$ cat config.mk
export PLATFORM = sky130hd
export DESIGN_NAME = cjmp_unit
export DESIGN_NICKNAME = d
export VERILOG_FILES = /design/src/rtl/cjmp_pkg.sv /design/src/rtl/cjmp_cond.sv /design/src/rtl/cjmp_target.sv /design/src/rtl/cjmp_link.sv /design/src/rtl/cjmp_unit.sv
export SDC_FILE = /design/constraint.sdc
export NUM_CORES = 1
export LEC_CHECK = 0
export BUFFER_PORTS_ARGS = -buffer_cell sky130_fd_sc_hd__buf_2
export CORE_MARGIN = 8
export CORE_UTILIZATION = 52
export CTS_BUF_LIST = sky130_fd_sc_hd__clkbuf_8
export DETAILED_ROUTE_END_ITERATION = 6
export GPL_ROUTABILITY_DRIVEN = 0
export HOLD_SLACK_MARGIN = 0.15
export PLACE_DENSITY = 0.88
export SETUP_SLACK_MARGIN = 0.2
export SYNTH_ARGS = -nofsm -noshare
export SYNTH_HDL_FRONTEND = slang
export SYNTH_SLANG_ARGS = --single-unit
$ cat constraint.sdc
create_clock -name clk -period 0.8 [get_ports clk]
set_input_delay 0.08 -clock clk [delete_from_list [all_inputs] [get_ports clk]]
set_output_delay 0.08 -clock clk [all_outputs]
set_load 0.02 [all_outputs]
$ cat src/rtl/cjmp_pkg.sv
package cjmp_pkg;

    typedef enum logic [2:0] {
        CJ_NOP  = 3'd0,
        CJ_BEQZ = 3'd1,
        CJ_BNEZ = 3'd2,
        CJ_J    = 3'd3,
        CJ_JAL  = 3'd4,
        CJ_JR   = 3'd5,
        CJ_JALR = 3'd6,
        CJ_RSV  = 3'd7
    } cj_op_e;

endpackage

$ cat src/rtl/cjmp_cond.sv
// Decides whether the operation redirects flow and which target form it uses.
module cjmp_cond
    import cjmp_pkg::*;
#(
    parameter int XLEN = 32
) (
    input  cj_op_e            op,
    input  logic [XLEN-1:0]   rs1,
    output logic              take,
    output logic              indirect
);
    logic rs1_zero;

    assign rs1_zero = (rs1 == '0);

    always_comb begin
        take     = 1'b0;
        indirect = 1'b0;
        case (op)
            CJ_BEQZ: take = rs1_zero;
            CJ_BNEZ: take = !rs1_zero;
            CJ_J,
            CJ_JAL:  take = 1'b1;
            CJ_JR,
            CJ_JALR: begin
                take     = 1'b1;
                indirect = 1'b1;
            end
            default: take = 1'b0;
        endcase
    end
endmodule

$ cat src/rtl/cjmp_target.sv
// Computes the sequential, PC-relative and register-indirect addresses in parallel.
module cjmp_target #(
    parameter int XLEN        = 32,
    parameter int INSN_BYTES  = 2,
    parameter bit EN_MISALIGN = 1'b1
) (
    input  logic [XLEN-1:0] pc,
    input  logic [XLEN-1:0] rs1,
    input  logic [XLEN-1:0] offset,
    output logic [XLEN-1:0] seq_pc,
    output logic [XLEN-1:0] rel_tgt,
    output logic [XLEN-1:0] ind_tgt,
    output logic            rel_odd
);
    localparam logic [XLEN-1:0] STEP = XLEN'(INSN_BYTES);

    assign seq_pc  = pc + STEP;
    assign rel_tgt = pc + offset;
    assign ind_tgt = {rs1[XLEN-1:1], 1'b0};

    generate
        if (EN_MISALIGN) begin : g_odd
            assign rel_odd = rel_tgt[0];
        end else begin : g_no_odd
            assign rel_odd = 1'b0;
        end
    endgenerate
endmodule

$ cat src/rtl/cjmp_link.sv
// Selects the return-address destination; a zero index suppresses the write.
module cjmp_link
    import cjmp_pkg::*;
#(
    parameter int REG_W    = 5,
    parameter int LINK_REG = 1
) (
    input  cj_op_e            op,
    output logic [REG_W-1:0]  idx,
    output logic              we
);
    localparam logic [REG_W-1:0] LINK_IDX = REG_W'(LINK_REG);

    always_comb begin
        case (op)
            CJ_JAL,
            CJ_JALR: idx = LINK_IDX;
            default: idx = '0;
        endcase
    end

    assign we = (idx != '0);
endmodule

$ cat src/rtl/cjmp_unit.sv
module cjmp_unit
    import cjmp_pkg::*;
#(
    parameter int XLEN        = 32,
    parameter int REG_W       = 5,
    parameter int LINK_REG    = 1,
    parameter int INSN_BYTES  = 2,
    parameter bit EN_MISALIGN = 1'b1
) (
    input  logic             clk,
    input  logic             rst_n,
    input  logic             in_valid,
    input  logic [2:0]       in_op,
    input  logic [XLEN-1:0]  in_pc,
    input  logic [XLEN-1:0]  in_rs1,
    input  logic [XLEN-1:0]  in_offset,
    output logic             out_valid,
    output logic [XLEN-1:0]  out_next_pc,
    output logic             out_taken,
    output logic             out_link_we,
    output logic [REG_W-1:0] out_link_idx,
    output logic [XLEN-1:0]  out_link_val,
    output logic             out_misalign
);
    typedef struct packed {
        logic             valid;
        logic [XLEN-1:0]  next_pc;
        logic             taken;
        logic             link_we;
        logic [REG_W-1:0] link_idx;
        logic [XLEN-1:0]  link_val;
        logic             misalign;
    } res_t;

    res_t   res_d, res_q;
    cj_op_e op;

    logic             take, indirect, rel_odd, lnk_we;
    logic [XLEN-1:0]  seq_pc, rel_tgt, ind_tgt;
    logic [REG_W-1:0] lnk_idx;

    assign op = cj_op_e'(in_op);

    cjmp_cond #(.XLEN(XLEN)) u_cond (
        .op       (op),
        .rs1      (in_rs1),
        .take     (take),
        .indirect (indirect)
    );

    cjmp_target #(
        .XLEN        (XLEN),
        .INSN_BYTES  (INSN_BYTES),
        .EN_MISALIGN (EN_MISALIGN)
    ) u_target (
        .pc      (in_pc),
        .rs1     (in_rs1),
        .offset  (in_offset),
        .seq_pc  (seq_pc),
        .rel_tgt (rel_tgt),
        .ind_tgt (ind_tgt),
        .rel_odd (rel_odd)
    );

    cjmp_link #(.REG_W(REG_W), .LINK_REG(LINK_REG)) u_link (
        .op  (op),
        .idx (lnk_idx),
        .we  (lnk_we)
    );

    always_comb begin
        res_d          = '0;
        res_d.valid    = in_valid;
        res_d.next_pc  = seq_pc;
        res_d.link_val = seq_pc;
        if (in_valid) begin
            res_d.link_idx = lnk_idx;
            res_d.link_we  = lnk_we;
            if (take) begin
                res_d.taken    = 1'b1;
                res_d.next_pc  = indirect ? ind_tgt : rel_tgt;
                res_d.misalign = !indirect && rel_odd;
            end
        end
    end

    always_ff @(posedge clk or negedge rst_n) begin
        if (!rst_n) begin
            res_q <= '0;
        end else begin
            res_q <= res_d;
        end
    end

    assign out_valid    = res_q.valid;
    assign out_next_pc  = res_q.next_pc;
    assign out_taken    = res_q.taken;
    assign out_link_we  = res_q.link_we;
    assign out_link_idx = res_q.link_idx;
    assign out_link_val = res_q.link_val;
    assign out_misalign = res_q.misalign;
endmodule

==> qor.json, run 1 <==
{
  "run_status": {
    "outcome": "stopped before the end",
    "failed_stage": "clock tree synthesis",
    "run.stop_error": "[ERROR DPL-0038] Utilization greater than 100%, impossible to legalize"
  },
  "synthesis": {
    "synthesis.area_sq_mm": 0.004768,
    "synthDominantCellAreaShare_pct": 35.69,
    "synth.yosys.warnings": 0,
    "flip_flop_and_latch_count_after_synthesis": 68,
    "yosys_most_used_dff": "sky130_fd_sc_hd__dfrtp_1",
    "synth_edf_count": 0,
    "synth.avg_cell_area_sq_um": 8.863,
    "yosysSeqAreaShare_pct": 35.69,
    "ys_types": 66,
    "netlist.top_cell.by_area": "sky130_fd_sc_hd__dfrtp_1",
    "asyncSetResetFlopFracSynth_pct": 100.0,
    "syn_inst_count": 538,
    "yosys-top-cells-area": "sky130_fd_sc_hd__dfrtp_1 (36%), sky130_fd_sc_hd__ha_1 (8.4%), sky130_fd_sc_hd__xnor2_1 (6.6%), sky130_fd_sc_hd__nand2_1 (5.0%), sky130_fd_sc_hd__a21oi_1 (4.4%)"
  },
  "clocking": {
    "cts_sinks": 68,
    "cts-root-buf": "sky130_fd_sc_hd__clkbuf_8",
    "cts-buffers-inserted": 9,
    "post_cts_repair_timing_setup_buffer_count": 39,
    "cts_hold_buffers": 1,
    "htreeDepth": 3,
    "cts-root-to-sink-buffers": 2,
    "cts-resized-gates": 318
  },
  "placed_design": {
    "portBuffers": 170,
    "post-dp-hpwl_microns": 16030,
    "placement.setup.worst_slack_ns": -1.680
  },
  "floorplan": {
    "die-height_microns": 111.8,
    "die_w_microns": 111.8,
    "num_io_pins": 175,
    "fp-row-count": 35,
    "effective_utilization_at_floorplan_pct": 52.60
  }
}
[cells by family after synthesis]
group           Yosys count  synth area share (%)
compound gates          142                 20.76
xor+xnor                 58                 10.65
fa+ha+maj                33                 8.817
buf+inv                  37                 3.700
flops                    68                 35.69
mux                       2                0.4461
other cells               1               0.07864
simple gates            197                 19.86
[synth_stat cells, types with 2 or more instances]
library cell               number
sky130_fd_sc_hd__o21ai_1        3
sky130_fd_sc_hd__xnor2_1       36
sky130_fd_sc_hd__and3_1        10
sky130_fd_sc_hd__nand2_1       64
sky130_fd_sc_hd__o211a_1        2
sky130_fd_sc_hd__buf_2          8
sky130_fd_sc_hd__nand2b_1       2
sky130_fd_sc_hd__o21ai_0       19
sky130_fd_sc_hd__nor3_1         6
sky130_fd_sc_hd__clkbuf_1      12
sky130_fd_sc_hd__a221oi_1       2
sky130_fd_sc_hd__o21a_1         5
sky130_fd_sc_hd__o31ai_1        2
sky130_fd_sc_hd__xor2_1        22
sky130_fd_sc_hd__nand4_1       16
sky130_fd_sc_hd__a211oi_1       3
sky130_fd_sc_hd__or2_2          2
sky130_fd_sc_hd__nor4_1         8
sky130_fd_sc_hd__a211o_1        3
sky130_fd_sc_hd__a21oi_1       42
sky130_fd_sc_hd__and2_1         2
sky130_fd_sc_hd__or3_1          4
sky130_fd_sc_hd__buf_4          5
sky130_fd_sc_hd__nand3_1       20
sky130_fd_sc_hd__and4_1         6
sky130_fd_sc_hd__nor2b_1        5
sky130_fd_sc_hd__o2111a_1       2
sky130_fd_sc_hd__o41ai_2        2
sky130_fd_sc_hd__a21o_1        15
sky130_fd_sc_hd__ha_1          32
sky130_fd_sc_hd__nor2_1        46
sky130_fd_sc_hd__dfrtp_1       68
sky130_fd_sc_hd__a31oi_1       15
sky130_fd_sc_hd__o211ai_1       9
sky130_fd_sc_hd__nor2_2         2
sky130_fd_sc_hd__inv_1          8
[metrics by stage]
step | cells | cell area [sq um]
detailed placement | 974 | 7325
floorplan | 541 | 5177
global placement | 974 | 7325
==> inputs of run 2 (changes only) <==
CORE_UTILIZATION = 40   (was 52)
CTS_BUF_LIST = unset   (was sky130_fd_sc_hd__clkbuf_8)
HOLD_SLACK_MARGIN = unset   (was 0.15)
PLACE_DENSITY = unset   (was 0.88)
PLACE_DENSITY_LB_ADDON = 0.15   (was unset)
SETUP_SLACK_MARGIN = unset   (was 0.2)
==> run 2 against run 1 <==
The flow now finishes, with violations (negative setup slack). Synthesized cell count did not move. Synthesized area did not move.
==> qor.json, run 2 <==
{
  "sta": {
    "fin_crit_sh_pct": 266.7,
    "final_hold_viol_count": 0,
    "clock.fmax_mhz": 468.7,
    "timing.final.ws_setup_ns": -1.334,
    "post-route-min-period_ns": 2.134,
    "rsz_0062_raised_after_global_routing": "true",
    "timing.final.max_slew_violations": 0,
    "final.hold.worst_slack_ns": 0.02415,
    "setup_total_negative_slack_ns": -63.08,
    "timing.final.setup_violations": 131
  },
  "clocking": {
    "cts-root-to-sink-buffers": 2,
    "cts-root-buf": "sky130_fd_sc_hd__clkbuf_16",
    "cts.reportedPaths.clkPinSlew_ns": 0.06,
    "cts_sinks": 68,
    "tritoncts": "built",
    "cts-buffers-inserted": 9,
    "htreeDepth": 3
  },
  "global_route": {
    "grt_pass1_vias": 6678,
    "antenna_found_initial": 2,
    "grt-ovfl-total": 0,
    "grt_start_max_net_pins": 69,
    "grt_first_pass_wirelength_microns": 36090,
    "grt_util_all_layers_pct": 29.14
  },
  "floorplan": {
    "floorplan.die_area_sq_mm": 0.01567,
    "num_io_pins": 175,
    "fp-row-count": 40,
    "die-height_microns": 125.2,
    "effective_utilization_at_floorplan_pct": 40.37,
    "coreArea_sq_mm": 0.01181,
    "die_w_microns": 125.2
  },
  "finish": {
    "fin_util_pct": 84.33,
    "number_of_filler_cells_placed_in_the_layout": 568,
    "multiInputGateArea_sq_mm": 0.004124,
    "nNetsFinal": 1059,
    "flow.area_growth_from_synthesis_pct": 108.9,
    "stdcell_count": 1078,
    "final_layout_size_suffix_gt1_share_pct": 61.14,
    "seqCellArea_sq_mm": 0.001702,
    "final_common_cell": "sky130_fd_sc_hd__buf_4",
    "most-common-layout-cells": "sky130_fd_sc_hd__buf_4 (168), sky130_fd_sc_hd__buf_6 (120), sky130_fd_sc_hd__buf_2 (85), sky130_fd_sc_hd__dfrtp_1 (68), sky130_fd_sc_hd__nand2_1 (56)"
  },
  "synthesis": {
    "yosys-top-cells-area": "sky130_fd_sc_hd__dfrtp_1 (36%), sky130_fd_sc_hd__ha_1 (8.4%), sky130_fd_sc_hd__xnor2_1 (6.6%), sky130_fd_sc_hd__nand2_1 (5.0%), sky130_fd_sc_hd__a21oi_1 (4.4%)",
    "synth_most_common_cell": "sky130_fd_sc_hd__dfrtp_1",
    "yosysSeqAreaShare_pct": 35.69,
    "synth.avg_cell_area_sq_um": 8.863,
    "yosys_most_used_dff": "sky130_fd_sc_hd__dfrtp_1",
    "synthesis.area_sq_mm": 0.004768,
    "netlist.top_cell.by_area": "sky130_fd_sc_hd__dfrtp_1",
    "ys_types": 66,
    "flip_flop_and_latch_count_after_synthesis": 68,
    "asyncSetResetFlopFracSynth_pct": 100.0,
    "synth.yosys.warnings": 0,
    "synthDominantCellAreaShare_pct": 35.69,
    "syn_inst_count": 538,
    "synth.cells.most_frequent": "sky130_fd_sc_hd__dfrtp_1 (68), sky130_fd_sc_hd__nand2_1 (64), sky130_fd_sc_hd__nor2_1 (46)",
    "synth_edf_count": 0
  },
  "worst_setup_path": {
    "startpoint_type": "primary input",
    "setup.worst_path.start": "in_offset[0]",
    "worstPathRequired_ns": 1.06,
    "critical_path_class": "primary input to flip-flop",
    "worst_ep_arrival_time_ns": 2.39,
    "endpoint": "out_next_pc[26]",
    "critical_path.endpoint_type": "flip-flop",
    "crit_path_max_fanout": 3
  },
  "worst_hold_path": {
    "timing.hold.worst.class": "primary input to flip-flop"
  },
  "route": {
    "detail_route.iter0.violations": 611,
    "routed-via-count": 6343,
    "avgViaCountPerCell": 5.884,
    "drt-pass1-iter-count": 5,
    "post-route-drc-count": 0,
    "ant_nets": 0,
    "wire_per_inst_microns": 22.85,
    "detail_route.wirelength_microns": 24630
  },
  "run_status": {
    "violations_in_the_final_reports": "negative setup slack",
    "outcome": "finished, violations left"
  },
  "power_and_ir_drop": {
    "vdd.ir_drop.worst_v": 0.001003,
    "p_total_w": 0.01538,
    "power_density_over_cell_area_mw_per_mm2": 1544,
    "cellLeakagePower_nw": 4.624
  },
  "placed_design": {
    "portBuffers": 170,
    "dpl.cell_count": 1013,
    "post-dp-hpwl_microns": 14930
  },
  "job": {
    "cap_violations": 0
  }
}
[run 2: cell counts after synthesis]
No cell type changed its count.
[run 2: through the flow]
step                      cell area [sq um]  setup slack, ns
after detailed placement               7398           -1.741
after global routing                   9961           -1.386
final                                  9961           -1.334
after global placement                 7398           -1.738
after CTS                              9572           -1.257
after floorplan                        5155           -1.384
[run 2: kinds of logic (layout without fill, tap and decap cells)]
logic type | count (synthesis) | count (layout) | synth area share [%]
compound gates | 142 | 142 | 20.76
xor+xnor | 58 | 58 | 10.65
fa+ha+maj | 33 | 33 | 8.817
buf+inv | 37 | 425 | 3.700
flops | 68 | 68 | 35.69
mux | 2 | 2 | 0.4461
other cells | 1 | 6 | 0.07864
simple gates | 197 | 197 | 19.86
[run 2: worst min path at each step]
stage	from	to	slack (ns)	depth (start not counted)
after floorplan	rst_n	out_link_idx[0]	-0.22	0
after detailed placement	rst_n	out_link_val[2]	0.13	2
after global routing	in_pc[31]	out_link_val[31]	0.02	2
after CTS	in_pc[31]	out_link_val[31]	-0.03	2
final	in_pc[31]	out_link_val[31]	0.02	2
after global placement	rst_n	out_link_val[3]	0.12	2
[run 2: final cells by class]
cell class              count  share of cell area, %
clock inverters             5                  1.080
clock buffers              11                  2.537
flip-flops and latches     68                  17.08
multi-input cells         436                  41.40
repair buffers            400                  35.65
well taps                 147                  1.846
diodes                      2                0.05024
inverters                   9                 0.3517
[run 2: power by group]
part,internal [W],switching (W)
registers,0.00376,0.000207
logic,0.00318,0.00327
clock network,0.00323,0.00173
total,0.0102,0.00521
[run 2: worst max-delay path, stage by stage]
cell                        delay [ns]
sky130_fd_sc_hd__buf_6            0.10
sky130_fd_sc_hd__ha_4             0.16
sky130_fd_sc_hd__fa_2             0.34
sky130_fd_sc_hd__a21o_1           0.19
sky130_fd_sc_hd__a221o_2          0.44
sky130_fd_sc_hd__o2bb2ai_4        0.23
sky130_fd_sc_hd__o41ai_4          0.10
sky130_fd_sc_hd__a41oi_2          0.25
sky130_fd_sc_hd__buf_4            0.17
sky130_fd_sc_hd__xnor2_2          0.10
sky130_fd_sc_hd__nand2_1          0.09
sky130_fd_sc_hd__a31oi_1          0.15
[run 2: routing by layer]
metal / wire length [microns] / vias to the layer above / global-route usage, %
li1: - / 2730 / -
met4: 1271 / 0 / 15.47
met3: 1965 / 119 / 6.587
met2: 12430 / 401 / 50.27
met5: 0 / - / 0
met1: 8957 / 3093 / 33.02
[run 2: timing repair]
action                     4_1_cts  5_1_grt
hold endpoints to repair        73        0
gates resized for setup        318       62
cloned                           7        0
buffers inserted                29       18
setup endpoints to repair      130      128
hold buffers                     5        0
pin swaps                       52       40
(Power assumes the default switching activity.)
